**config.mk**
```make
export PLATFORM = sky130hd
export DESIGN_NAME = sar8_serial_port
export DESIGN_NICKNAME = d
export VERILOG_FILES = /design/src/rtl/ssp_pkg.sv /design/src/rtl/ssp_sync.sv /design/src/rtl/ssp_coder.sv /design/src/rtl/sar8_serial_port.sv
export SDC_FILE = /design/constraint.sdc
export NUM_CORES = 1
export LEC_CHECK = 0
export BUFFER_PORTS_ARGS = -buffer_cell sky130_fd_sc_hd__buf_2
export CAP_MARGIN = 20
export CORE_ASPECT_RATIO = 1.1
export CORE_MARGIN = 4
export CORE_UTILIZATION = 54
export CTS_BUF_LIST = sky130_fd_sc_hd__clkbuf_4 sky130_fd_sc_hd__clkbuf_8
export DETAILED_ROUTE_END_ITERATION = 16
export HOLD_SLACK_MARGIN = 0.05
export MAX_ROUTING_LAYER = met4
export PLACE_DENSITY = 0.76
export SYNTH_ARGS = -nofsm -noshare
export SYNTH_HDL_FRONTEND = slang
export SYNTH_HIERARCHICAL = 1
export SYNTH_SLANG_ARGS = --single-unit
```
**constraint.sdc**
```tcl
create_clock -name clk -period 2.5 [get_ports clk]
set_input_delay 0.375 -clock clk [delete_from_list [all_inputs] [get_ports clk]]
set_output_delay 0.375 -clock clk [all_outputs]
set_load 0.02 [all_outputs]
```
**src/rtl/ssp_pkg.sv**
```systemverilog
package ssp_pkg;
  typedef enum logic [1:0] {
    PH_OFF  = 2'd0,
    PH_RUN  = 2'd1,
    PH_TAIL = 2'd2
  } phase_t;
endpackage

```
**src/rtl/ssp_sync.sv**
```systemverilog
module ssp_sync #(
  parameter int          W       = 3,
  parameter int          STAGES  = 2,
  parameter logic [W-1:0] RST_VAL = '0
) (
  input  logic         clk,
  input  logic         rst_n,
  input  logic [W-1:0] din,
  output logic [W-1:0] q
);
  for (genvar g = 0; g < W; g++) begin : g_bit
    logic [STAGES-1:0] chain;
    always_ff @(posedge clk or negedge rst_n) begin
      if (!rst_n) chain <= {STAGES{RST_VAL[g]}};
      else        chain <= {chain[STAGES-2:0], din[g]};
    end
    assign q[g] = chain[STAGES-1];
  end
endmodule

```
**src/rtl/ssp_coder.sv**
```systemverilog
module ssp_coder #(
  parameter int W = 8
) (
  input  logic [W-1:0] sample,
  input  logic         unipolar,
  output logic [W-1:0] code
);
  always_comb begin
    code = sample;
    if (!unipolar) code[W-1] = ~sample[W-1];
  end
endmodule

```
**src/rtl/sar8_serial_port.sv**
```systemverilog
module sar8_serial_port #(
  parameter int DATA_W    = 8,
  parameter int LEAD_Z    = 4,
  parameter int HOLD_EDGE = 3,
  parameter int SYNC_ST   = 2
) (
  input  logic              clk,
  input  logic              rst_n,
  input  logic              sel_n,
  input  logic              hiz_req,
  input  logic              ser_clk,
  input  logic              fmt_unipolar,
  input  logic [DATA_W-1:0] sample_word,
  output logic              sdo_bit,
  output logic              sdo_en
);
  import ssp_pkg::*;

  localparam int FRAME = LEAD_Z + DATA_W;
  localparam int CW    = $clog2(FRAME + 1);
  localparam logic [CW-1:0] K_HOLD = CW'(HOLD_EDGE);
  localparam logic [CW-1:0] K_LEAD = CW'(LEAD_Z);
  localparam logic [CW-1:0] K_LAST = CW'(FRAME - 1);

  logic [2:0] pins_s;
  logic       hiz_s, sel_s, sck_s;
  logic [1:0] prev;
  logic       sel_fall, sck_rise, sck_fall;

  ssp_sync #(.W(3), .STAGES(SYNC_ST), .RST_VAL(3'b110)) u_sync (
    .clk(clk), .rst_n(rst_n),
    .din({hiz_req, sel_n, ser_clk}),
    .q(pins_s)
  );
  assign {hiz_s, sel_s, sck_s} = pins_s;

  always_ff @(posedge clk or negedge rst_n) begin
    if (!rst_n) prev <= 2'b10;
    else        prev <= {sel_s, sck_s};
  end
  assign sel_fall = prev[1] & ~sel_s;
  assign sck_rise = ~prev[0] & sck_s;
  assign sck_fall = prev[0] & ~sck_s;

  phase_t            phase;
  logic [CW-1:0]     fall_cnt, nxt_cnt, bit_pos;
  logic              mode_taken, mode_q, mode_use;
  logic [DATA_W-1:0] held, code;
  logic              data_q, drive_q, sel_bit;

  assign mode_use = mode_taken ? mode_q : fmt_unipolar;

  ssp_coder #(.W(DATA_W)) u_coder (
    .sample(sample_word), .unipolar(mode_use), .code(code)
  );

  assign nxt_cnt = fall_cnt + 1'b1;
  assign bit_pos = K_LAST - nxt_cnt;

  always_comb begin
    sel_bit = 1'b0;
    for (int i = 0; i < DATA_W; i++)
      if (bit_pos == CW'(i)) sel_bit = held[i];
  end

  always_ff @(posedge clk or negedge rst_n) begin
    if (!rst_n) begin
      phase      <= PH_OFF;
      fall_cnt   <= '0;
      mode_taken <= 1'b0;
      mode_q     <= 1'b0;
      held       <= '0;
      data_q     <= 1'b0;
      drive_q    <= 1'b0;
    end else if (hiz_s) begin
      phase      <= PH_OFF;
      fall_cnt   <= '0;
      mode_taken <= 1'b0;
      data_q     <= 1'b0;
      drive_q    <= 1'b0;
    end else begin
      case (phase)
        PH_OFF: if (sel_fall) begin
          phase      <= PH_RUN;
          fall_cnt   <= '0;
          mode_taken <= 1'b0;
          data_q     <= 1'b0;
          drive_q    <= 1'b1;
        end
        PH_RUN: begin
          if (sck_rise && !mode_taken) begin
            mode_q     <= fmt_unipolar;
            mode_taken <= 1'b1;
          end
          if (sck_fall) begin
            fall_cnt <= nxt_cnt;
            if (nxt_cnt == K_HOLD) held <= code;
            if (nxt_cnt >= K_LEAD) data_q <= sel_bit;
            if (nxt_cnt == K_LAST) phase <= PH_TAIL;
          end
        end
        PH_TAIL: if (sck_rise) begin
          phase    <= PH_OFF;
          fall_cnt <= '0;
          data_q   <= 1'b0;
          drive_q  <= 1'b0;
        end
        default: phase <= PH_OFF;
      endcase
    end
  end

  assign sdo_bit = data_q;
  assign sdo_en  = drive_q & ~hiz_req;

  AST_IDLE_QUIET: assert property (@(posedge clk) disable iff (!rst_n)
    (phase == PH_OFF) |-> (!drive_q && !data_q));
  AST_LEAD_ZERO: assert property (@(posedge clk) disable iff (!rst_n)
    (phase == PH_RUN && fall_cnt < K_LEAD) |-> !data_q);
  AST_CNT_BOUND: assert property (@(posedge clk) disable iff (!rst_n)
    fall_cnt <= K_LAST);
  AST_MODE_HELD: assert property (@(posedge clk) disable iff (!rst_n)
    (mode_taken && $past(mode_taken)) |-> $stable(mode_q));
  AST_SEL_IGNORED: assert property (@(posedge clk) disable iff (!rst_n)
    (phase == PH_RUN && sel_fall && !sck_fall && !hiz_s)
      |=> (fall_cnt == $past(fall_cnt)));
  AST_HIZ_OFF: assert property (@(posedge clk) disable iff (!rst_n)
    hiz_s |=> (phase == PH_OFF && !sdo_en));
  AST_TAIL_DOWN: assert property (@(posedge clk) disable iff (!rst_n)
    (phase == PH_TAIL && sck_rise && !hiz_s) |=> !drive_q);
endmodule

```
== After elaboration in Yosys (flattened, before gate mapping) ==
Cells that the tools add are included.
Storage, ports and cells
  bits in registers: 26
  output and inout bits: 2
  bits of input ports: 14
  word-level logic and storage cells: 88
Cells by class
  mux-type cells: 33
  magnitude comparators: 1
  bitwise operators: 10
  reductions and logical operators: 14
  equality and inequality tests: 17
  add/sub/neg operators: 2
Operators by type and width (number)
  2-to-1 mux 1 bit: 19
  inequality test 3 x 2 -> 1 bit (second input constant): 6
  equality test 4 x 3 -> 1 bit (second input constant): 4
  2-to-1 mux 4 bit: 4
  equality test 4 x 2 -> 1 bit (second input constant): 3
  one-hot mux 4 bit (3 select lines): 1
  AND reduction 4 bit: 3
  2-to-1 mux 2 bit: 5
  AND reduction 3 bit: 3
  NOT 1 bit: 6
  one-hot mux 2 bit (3 select lines): 1
  nonzero test 3 bit: 2
  AND reduction 5 bit: 1
  adder 4 x 1 -> 4 bit (second input constant): 1
  bitwise AND 1 bit: 4
  equality test 4 x 1 -> 1 bit (second input constant): 1
  equality test 4 bit (second input constant): 1
  greater-or-equal comparator 4 x 3 -> 1 bit (second input constant): 1
  logical NOT 4 bit: 1
  one-hot mux 1 bit (2 select lines): 2
  nonzero test 4 bit: 1
  subtractor 4 bit (first input constant): 1
  one-hot mux 1 bit (3 select lines): 1
  equality test 2 x 1 -> 1 bit (second input constant): 1
  4 further kinds: 4

== Longest topological paths before layout ==
Gate-level depths: netlist of run 1.
  depth after elaboration: 15
  mapped depth: 7
  depth with buffers taken out: 7

== By module ==
Netlist of run 1, hierarchy kept.
By module, submodules not included
  sar8_serial_port: sequential area each 501.7 um^2, area an instance 1213.7 um^2, cells each 111, instances 1
  ssp_sync: sequential area each 155.1 um^2, area an instance 177.7 um^2, cells each 9, instances 1
  ssp_coder: sequential area each 0.0 um^2, area an instance 61.3 um^2, cells each 8, instances 1

== Worst setup path after synthesis of run 1 ==
OpenSTA, ideal clock, no wires.
  path type: register -> register
  start: reg fall_cnt[0]
  end: reg held[0]
  period minus slack after synthesis: 1.730 ns
  stages on the path, launching flop included: 6
  library setup time: 0.125 ns
  required time: 2.375 ns
  path slack: 0.770 ns
  path buffers: 0
  data arrival time: 1.605 ns
  cell sequence: dfrtp_1 > ha_1 > and2b_1 > nor3_4 > nand2_4 > mux2_4
On the way
  cells in the longest elaborated chain, start to end: 3
Ends and longest elaborated chain
  from (decl): RTL line sar8_serial_port.sv:46  | logic [CW-1:0] fall_cnt, nxt_cnt, bit_pos;
  from (signal assigned): RTL line sar8_serial_port.sv:96  | fall_cnt <= nxt_cnt;
  adder 4 x 1 -> 4 bit: RTL line sar8_serial_port.sv:57  | assign nxt_cnt = fall_cnt + 1'b1;
  equality test 4 x 2 -> 1 bit: RTL line sar8_serial_port.sv:97  | if (nxt_cnt == K_HOLD) held <= code;
  AND reduction 4 bit (no source line)
  to (signal assigned): RTL line sar8_serial_port.sv:97
  to (decl): RTL line sar8_serial_port.sv:48  | logic [DATA_W-1:0] held, code;
Every way passes these cells.
A chain may end at the register's enable or synchronous reset.

== Final worst setup path of run 1 ==
  start: reg fall_cnt[0]
  end: reg held[7]
The elaborated chain is that of the path after synthesis.

==> flow_summary.json, run 1 <==
{
  "yosysWarnings": 6,
  "worst_path_max_delay_cell": "dfrtp_1",
  "cts_max_path_buffers": 2,
  "dp_slack_ns": 0.546,
  "slew_headroom": 0.635,
  "post_drt_wl_per_cell_um": 14.1,
  "hp-class": "in2reg",
  "cts-root-buf": "clkbuf_4",
  "nNetsFinal": 161,
  "timing.max_cap.violations": 0,
  "io_buffers": 15,
  "coreArea_um2": 2540,
  "clock_latency_ns": 0.32,
  "cp_data_arrival_time_ns": 2.20,
  "leakagePower_nw": 0.729,
  "rsz0062_at_grt": "no",
  "synth_nets": 150,
  "postRouteWirelength_mm": 2.38,
  "syn_avg_cell_area_um2": 11.3,
  "path_max_fanout": 8,
  "grt_pass1_wl_mm": 4.25,
  "status": "finished, final reports clean",
  "crit_required_ns": 2.73,
  "vias": 919,
  "slew_viol_final": 0,
  "finalWorstSetupSlack_ns": 0.525,
  "ys_async_sr_fraction": 1.00,
  "post_cts_buffers": 0,
  "gp_congestion": 0.921,
  "grt_pass1_vias": 918,
  "area_growth_pct": 5.43,
  "cp-end-kind": "flip-flop",
  "setup_viol_count_final": 0,
  "power_density_nw_per_um2": 655,
  "worst_path_largest_cell_delay_ns": 0.49,
  "ys_types": 39,
  "cp-startpoint": "fall_cnt[0]",
  "r2r-start": "fall_cnt[0]",
  "synth_seq_cells": 26,
  "clk_pin_slew_ns": 0.13,
  "h-tree-depth": 1,
  "cts_resized": 0,
  "cts_tree": "built",
  "avgViaCountPerCell": 5.44,
  "ant_nets": 0,
  "antenna_cells": 0,
  "grt_overflow": 0,
  "dieArea_um2": 3580,
  "grt_max_degree": 27,
  "period_minus_slack_ns": 1.97,
  "fin_skew_ns": 0.00800,
  "postCtsHoldBufs": 1,
  "instances_no_fill": 169,
  "ir_worst_vdd_mv": 0.479,
  "synth.cell_area_um2": 1450,
  "drt_iter0_drc": 23,
  "critPathLaunchType": "flip-flop",
  "min-delay-start": "sel_n",
  "clkSinkCount": 26,
  "drive_gt1_frac": 0.304,
  "dieHeight_um": 62.4,
  "numCtsBuffers": 3,
  "tns_ns": 0,
  "io_pins": 16,
  "start_util": 0.571,
  "final_common_cell": "dfrtp_1",
  "mostFrequentLayoutCells": "21 x dfrtp_1, 15 x buf_2, 10 x nor2_1",
  "syn-instance-count": 128,
  "track_usage": 0.155,
  "place_inst": 164,
  "fmax_mhz": 506,
  "finalCritPeriodShare": 0.790,
  "ys_seq_area_frac": 0.452,
  "dp_hpwl_mm": 1.79,
  "drc": 0,
  "critPathKind": "reg2reg",
  "dr.pass1.iters": 4,
  "hold_viol_final": 0,
  "tightest_slew_ns": 0.548,
  "synth_enable_flop_cells": 0,
  "antenna_found_initial": 0,
  "die_w_um": 57.5,
  "rows": 19,
  "ys.flop_type": "dfrtp_1",
  "crit_chain": "ha_1 -> and2b_1 -> nor3_4 -> nand2_4 -> mux2_4"
}
==> path summary, 6_finish.rpt <==
kind	endpoint	slack, ns	cells after the start
setup / recovery	held[7]	0.53	5
hold / removal	u_sync/g_bit[1].chain[0]	0.14	1
setup reg to reg	held[7]	0.53	5
hold reg to reg	u_sync/g_bit[1].chain[1]	0.36	0
max in group asynchronous	u_sync/g_bit[1].chain[0]	1.57	2
min in group asynchronous	fall_cnt[2]	0.56	2
==> registers in the layout, indices dropped and copies added, names as in the netlist <==
register and count:
sdo_bit 1, prev 2, fall_cnt 4, mode_q 1, mode_taken 1, phase 2, drive_q 1, held 8
u_sync/g_bit.chain 6
==> worst max-delay path: cells and delay by family, from the launching register on <==
kind                     cells  cell delay, ns
adder cells (fa/ha/maj)      1            0.35
flip-flops                   1            0.49
multiplexers                 1            0.33
AND/OR/NAND/NOR              3            0.71
==> stage by stage <==
| stage | instance area [um^2] | power (mW) | utilization | hold slack [ns] |
|---|---|---|---|---|
| detailed placement | 1490 | 0.815 | 0.586 | 0.347 |
| global placement | 1490 | 0.801 | 0.586 | 0.338 |
| floorplan | 1450 | 0.748 | - | 0.0794 |
| global route | 1530 | 1.08 | 0.602 | 0.112 |
| CTS | 1530 | 1.01 | 0.602 | 0.130 |
| finish | 1530 | 1.00 | 0.602 | 0.139 |
==> Yosys cell counts, types with 2 or more instances <==
cell      number  area share
nor2_1        10       0.026
xnor2_1        2       0.012
a221oi_1       2       0.012
o21ai_1        7       0.024
dfstp_2        5       0.090
o21bai_1       2       0.010
mux2_4         8       0.083
ha_1           8       0.069
nor2b_1        4       0.017
a21oi_1        2      0.0069
nor3_1         2      0.0069
inv_1          8       0.021
nand2b_1       5       0.022
o22a_1         2       0.012
buf_4         10       0.052
dfrtp_1       21        0.36
nand2_1        8       0.021
==> metal layers <==
layer | part of all wire | GRT usage
met4 | 0.018 | 0.0609
met1 | 0.45 | 0.203
met3 | 0.039 | 0.0248
met2 | 0.49 | 0.240
met5 | 0 | -
==> cell type report <==
| class | instances | area [um^2] |
|---|---|---|
| sequential | 26 | 657 |
| tap | 31 | 38.8 |
| multi-input combinational | 84 | 691 |
| timing repair buffer | 16 | 85.1 |
| inverter | 8 | 30.0 |
| fill | 201 | 1010 |
| clock buffer | 4 | 30.0 |
==> power by group <==
group	internal, mW	switching, mW
Clock	0.0734	0.119
Combinational	0.133	0.168
Sequential	0.469	0.0407
Total	0.676	0.328
==> cells by family (layout without fill, tap and decap cells) <==
logic type	count (synthesis)	after routing	synth area share
fa+ha+maj	8	8	0.0689
simple gates	38	38	0.150
compound gates	26	26	0.146
mux	10	10	0.0982
buf+inv	18	28	0.0724
xor+xnor	2	2	0.0121
flops	26	26	0.452
Note: power is estimated with default switching activity, not from simulation.
==> inputs of run 2 (changes only) <==
--- a/config.mk
+++ b/config.mk
@@ -5,6 +5,7 @@
 export SDC_FILE = /design/constraint.sdc
 export NUM_CORES = 1
 export LEC_CHECK = 0
+export ABC_AREA = 1
 export BUFFER_PORTS_ARGS = -buffer_cell sky130_fd_sc_hd__buf_2
 export CAP_MARGIN = 20
 export CORE_ASPECT_RATIO = 1.1
==> constraint.sdc (replaced) <==
create_clock -name clk -period 1.9 [get_ports clk]
set_input_delay 0.285 -clock clk [delete_from_list [all_inputs] [get_ports clk]]
set_output_delay 0.285 -clock clk [all_outputs]
set_load 0.02 [all_outputs]
==> run 2 against run 1 <==
First-iteration DRC count fell by 8.7%. Count of clock-buffer cells in the layout stayed put. Global-route usage fell by 0.13 points. Cell area up 0.16%. Clock skew increased by 0.0054 ns. Sequential share of layout area fell by 0.070 points. Clock power increased by 46%. Worst hold slack got worse by 0.072 ns. Register-to-register slack worse by 0.16 ns. Largest cell class is now registers.
==> flow_summary.json, run 2 <==
{
  "synth_seq_cells": 26,
  "cts_max_path_buffers": 2,
  "drive_gt1_frac": 0.209,
  "finalWorstSetupSlack_ns": 0.364,
  "critPathLaunchType": "flip-flop",
  "path_max_fanout": 5,
  "nNetsFinal": 205,
  "postRouteWirelength_mm": 2.39,
  "ys_types": 24,
  "yosysMostFrequentCell": "nand2_1",
  "grt_max_degree": 27,
  "regMostFlops": "held",
  "design_area_um2": 1530,
  "rows": 19,
  "ys_seq_area_frac": 0.460,
  "tns_ns": 0,
  "cts_resized": 0,
  "post-route-util": 0.609,
  "p_total_mw": 1.63,
  "tightest_slew_ns": 0.561,
  "synth_largest_area_cell": "dfrtp_1",
  "synth_top_area_share": 0.368,
  "h-tree-depth": 1,
  "min_path_cells": 1,
  "fmax_mhz": 651,
  "drc": 0,
  "postCtsHoldBufs": 2,
  "dieArea_um2": 3530,
  "synth_enable_flop_cells": 0,
  "cp-startpoint": "fall_cnt[1]",
  "post_drt_wl_per_cell_um": 11.2,
  "dr.pass1.iters": 4,
  "min-delay-start": "ser_clk",
  "finalCritPeriodShare": 0.809,
  "fillers": 229,
  "status": "finished, final reports clean",
  "hold_viol_final": 0,
  "synth.cell_area_um2": 1430,
  "clk_pin_slew_ns": 0.15,
  "clkSinkCount": 26,
  "gp_congestion": 0.901,
  "io_buffers": 15,
  "ys.flop_type": "dfrtp_1",
  "power_density_nw_per_um2": 1060,
  "final_common_cell": "nand2_1",
  "worst_hold_slack_ns": 0.0668,
  "cp_data_arrival_time_ns": 1.76,
  "cts-root-buf": "clkbuf_4",
  "vias": 1044,
  "start_util": 0.567,
  "period_minus_slack_ns": 1.54,
  "r2r-start": "fall_cnt[1]",
  "dpl_cell_area_um2": 1470,
  "mostFrequentLayoutCells": "48 x nand2_1, 21 x dfrtp_1, 20 x inv_1",
  "dp_hpwl_mm": 1.81,
  "largest_register_ffs": 8,
  "leakagePower_nw": 0.764,
  "cp-end-kind": "flip-flop",
  "largestRegisters": "held x8, u_sync/g_bit.chain x6, fall_cnt x4",
  "syn-instance-count": 170,
  "grt_pass1_wl_mm": 4.08,
  "track_usage": 0.154,
  "yosysWarnings": 6,
  "ant_nets": 0,
  "area_growth_pct": 7.36,
  "timing.max_cap.violations": 0,
  "post_cts_buffers": 0,
  "antenna_found_initial": 0,
  "fin_skew_ns": 0.0134,
  "antenna_cells": 0,
  "numCtsBuffers": 3,
  "clock_latency_ns": 0.32,
  "slew_headroom": 0.626,
  "drt_iter0_drc": 21,
  "rsz0062_at_grt": "no",
  "ys_async_sr_fraction": 1.00,
  "ir_worst_vdd_mv": 0.644,
  "rr_worst_depth": 10,
  "grt_overflow": 0,
  "hp-class": "in2reg",
  "io_pins": 16,
  "synth_area_leaders": "dfrtp_1 37%, nand2_1 13%, dfstp_2 9.2%",
  "instances_no_fill": 213,
  "avgViaCountPerCell": 4.90,
  "synth_common_cells": "48 x nand2_1, 21 x dfrtp_1, 20 x inv_1, 13 x o21ai_0, 11 x nor2_1",
  "dp_slack_ns": 0.398,
  "grt_pass1_vias": 940,
  "coreArea_um2": 2520,
  "die_w_um": 57.0,
  "critPathKind": "reg2reg",
  "syn_avg_cell_area_um2": 8.41,
  "crit_required_ns": 2.12,
  "dieHeight_um": 62.0,
  "place_inst": 206,
  "synth_nets": 192,
  "setup_viol_count_final": 0,
  "slew_viol_final": 0,
  "cts_tree": "built"
}
## run 2: changes by cell type after synthesis, moves of 4 or more
cell,before,now
nor2b_1,4,0
o21ai_0,1,13
nand3_1,1,8
nand2b_1,5,0
o21ai_1,7,1
nand2_2,1,5
inv_1,8,20
nand2_1,8,48
mux2_4,8,0
## run 2: final cells by class
| type | count | area (um^2) | area share |
|---|---|---|---|
| clock buffer | 4 | 36.3 | 0.0237 |
| timing repair buffer | 18 | 105 | 0.0685 |
| inverter | 22 | 82.6 | 0.0538 |
| sequential | 26 | 657 | 0.428 |
| tap | 31 | 38.8 | 0.0253 |
| multi-input combinational | 112 | 614 | 0.400 |
## run 2: worst max-delay path, stage by stage (launching register included)
cell,delay (ns)
dfrtp_1,0.45
ha_1,0.27
inv_1,0.06
nand2_1,0.08
nand2_2,0.10
nor2_1,0.15
nand2_1,0.06
nand2_1,0.09
nand2_1,0.07
nand2_1,0.06
nand2_1,0.04
## run 2: final timing paths
path	end	slack (ns)
max reg2reg	phase[0]	0.36
min	u_sync/g_bit[0].chain[0]	0.07
min reg2reg	u_sync/g_bit[2].chain[1]	0.37
max in group asynchronous	u_sync/g_bit[1].chain[1]	1.05
max	phase[0]	0.36
min in group asynchronous	fall_cnt[2]	0.46
## run 2: logic make-up (layout without fill, tap and decap cells)
| family | Yosys count | in the layout | share of synthesized area |
|---|---|---|---|
| AND/OR/NAND/NOR | 80 | 80 | 0.267 |
| buffers and inverters | 32 | 44 | 0.110 |
| flip-flops | 26 | 26 | 0.460 |
| AO/OA/AOI/OAI | 24 | 24 | 0.0928 |
| adder cells (fa/ha/maj) | 8 | 8 | 0.0701 |
## run 2: layer usage
| layer | track usage | vias to the layer above | share of wire |
|---|---|---|---|
| met5 | - | - | 0 |
| met4 | 0.0629 | 0 | 0.0079 |
| met3 | 0.0248 | 2 | 0.039 |
| met2 | 0.248 | 16 | 0.46 |
| met1 | 0.197 | 479 | 0.49 |
| li1 | - | 547 | - |
## run 2: power breakdown
group	switching [mW]	total (mW)	leakage [nW]	internal, mW
clock	0.164	0.281	0.0210	0.117
sequential	0.0751	0.735	0.290	0.660
combinational	0.384	0.613	0.453	0.229
==> inputs of run 3 (changes only) <==
--- a/config.mk
+++ b/config.mk
@@ -15,7 +15,7 @@
 export DETAILED_ROUTE_END_ITERATION = 16
 export HOLD_SLACK_MARGIN = 0.05
 export MAX_ROUTING_LAYER = met4
-export PLACE_DENSITY = 0.76
+export PLACE_DENSITY = 0.79
 export SYNTH_ARGS = -nofsm -noshare
 export SYNTH_HDL_FRONTEND = slang
 export SYNTH_HIERARCHICAL = 1
==> constraint.sdc (replaced) <==
create_clock -name clk -period 1.3 [get_ports clk]
set_input_delay 0.195 -clock clk [delete_from_list [all_inputs] [get_ports clk]]
set_output_delay 0.195 -clock clk [all_outputs]
set_load 0.02 [all_outputs]
==> run 3 against run 2 <==
The run now ends with setup timing left. Clock power grew 46%. Worst hold slack barely moved. Flip-flop and latch count unchanged.
==> flow_summary.json, run 3 (synthesized netlist as in run 2, its figures left out) <==
{
  "hold_viol_final": 0,
  "critPathLaunchType": "flip-flop",
  "h-tree-depth": 1,
  "antenna_cells": 0,
  "tightest_slew_ns": 0.568,
  "rsz0062_at_grt": "yes",
  "numCtsBuffers": 3,
  "gp_congestion": 0.907,
  "tns_ns": -2.39,
  "worst_path_max_delay_cell": "dfrtp_2",
  "ir_worst_vdd_mv": 1.38,
  "grt_pass1_wl_mm": 5.16,
  "leakagePower_nw": 0.850,
  "cpMostUsedCell": "nand2_1",
  "cts-root-buf": "clkbuf_4",
  "crit_chain": "inv_1 -> ha_2 -> nand3_1 -> nand2_1 -> nand2_1 -> nand2_1 -> nand3_1 -> nand2_1 -> nand2_1 -> nand2_1",
  "worst_hold_slack_ns": 0.0668,
  "slew_headroom": 0.621,
  "io_pins": 16,
  "timing.max_cap.violations": 0,
  "cts_max_path_buffers": 2,
  "regMostFlops": "held",
  "drive_gt1_frac": 0.436,
  "post_drt_wl_per_cell_um": 15.0,
  "avgViaCountPerCell": 5.40,
  "grt_pass1_vias": 1197,
  "finalCritPeriodShare": 1.19,
  "coreArea_um2": 2520,
  "min_path_cells": 3,
  "worst_path_largest_cell_delay_ns": 0.48,
  "track_usage": 0.195,
  "period_minus_slack_ns": 1.55,
  "cp_data_arrival_time_ns": 1.82,
  "vias": 1221,
  "ant_nets": 0,
  "clk_pin_slew_ns": 0.14,
  "wl_met2_mm": 1.79,
  "start_util": 0.567,
  "highest_layer": "met4",
  "dp_hpwl_mm": 2.03,
  "die_w_um": 57.0,
  "area_growth_pct": 30.3,
  "fmax_mhz": 644,
  "dr.pass1.iters": 4,
  "setup_viol_count_final": 17,
  "rows": 19,
  "antenna_found_initial": 0,
  "drc": 0,
  "nNetsFinal": 218,
  "cts_tree": "built",
  "dp_slack_ns": -0.169,
  "wl_met1_mm": 1.34,
  "clock_latency_ns": 0.31,
  "mostFrequentLayoutCells": "42 x nand2_1, 19 x dfrtp_1, 15 x buf_2",
  "final_common_cell": "nand2_1",
  "grt_max_degree": 27,
  "hp-class": "in2reg",
  "dieHeight_um": 62.0,
  "fillers": 175,
  "largest_register_ffs": 8,
  "violations": "setup timing",
  "p_total_mw": 3.11,
  "path_max_fanout": 5,
  "rr_worst_depth": 10,
  "cp-end-kind": "flip-flop",
  "crit_required_ns": 1.57,
  "finalWorstSetupSlack_ns": -0.252,
  "fin_skew_ns": 0.00117,
  "power_density_nw_per_um2": 1670,
  "postRouteWirelength_mm": 3.39,
  "io_buffers": 15,
  "slew_viol_final": 0,
  "wl_met3_um": 142,
  "dieArea_um2": 3530,
  "critPathKind": "reg2reg",
  "grt_overflow": 0,
  "largestRegisters": "held x8, u_sync/g_bit.chain x6, fall_cnt x4",
  "drt_iter0_drc": 43,
  "status": "complete, but fails checks",
  "clkSinkCount": 26
}
run 3: cell types whose count changed in the layout (fill, tap and decap cells not counted), sizes merged:
cell         delta
nand2           +1
nor2            +1
buf            +10
dlygate4sd3     +1
run 3: final cells by class:
class,count,area (um^2),area share
clock buffers,4,36.3,0.0195
inverters,22,87.6,0.0470
multi-input cells,114,846,0.454
flip-flops and latches,26,659,0.354
well taps,31,38.8,0.0208
repair buffers,29,194,0.104
run 3: worst paths after layout:
kind                                               start  slack (ns)                  endpoint
worst max-delay path                         fall_cnt[0]       -0.25                   sdo_bit
worst min-delay path                      sample_word[6]        0.07                   held[6]
worst max register to register               fall_cnt[0]       -0.25                   sdo_bit
worst min register to register  u_sync/g_bit[1].chain[0]        0.37  u_sync/g_bit[1].chain[1]
max in group asynchronous                          rst_n        0.51               fall_cnt[0]
min in group asynchronous                          rst_n        0.39                   drive_q
run 3: metal layers:
layer,track usage,up-vias
li1,-,580
met2,0.341,40
met3,0.0269,12
met5,-,-
met1,0.237,589
met4,0.0662,0
run 3: worst max-delay path: cells and delay by family (launching register included):
kind	cells	cell delay, ns
AND/OR/NAND/NOR	8	0.61
buffers and inverters	1	0.15
adder cells (fa/ha/maj)	1	0.28
flip-flops	1	0.48
run 3: timing repair:
action,CTS,global route
pin swaps,11,10
buffers inserted,4,1
endpoints found under the hold margin,24,0
gates cloned,2,0
endpoints found under the setup margin,17,18
hold buffers,4,0
gates resized for setup,31,31
run 3: report_power, final:
group	internal (mW)	switching (mW)	leakage (nW)	total [mW]
clock network	0.171	0.238	0.0210	0.409
registers	0.969	0.133	0.287	1.10
logic	0.673	0.927	0.542	1.60
total	1.81	1.30	0.850	3.11
run 3: through the flow:
| step | cells | utilization | cell area, um^2 |
|---|---|---|---|
| 2_1_floorplan | 170 | - | 1450 |
| 3_3_place_gp | 211 | 0.604 | 1520 |
| 3_5_place_dp | 211 | 0.604 | 1520 |
| 4_1_cts | 225 | 0.695 | 1750 |
| 5_1_grt | 226 | 0.739 | 1860 |
| 6_report | 226 | 0.739 | 1860 |
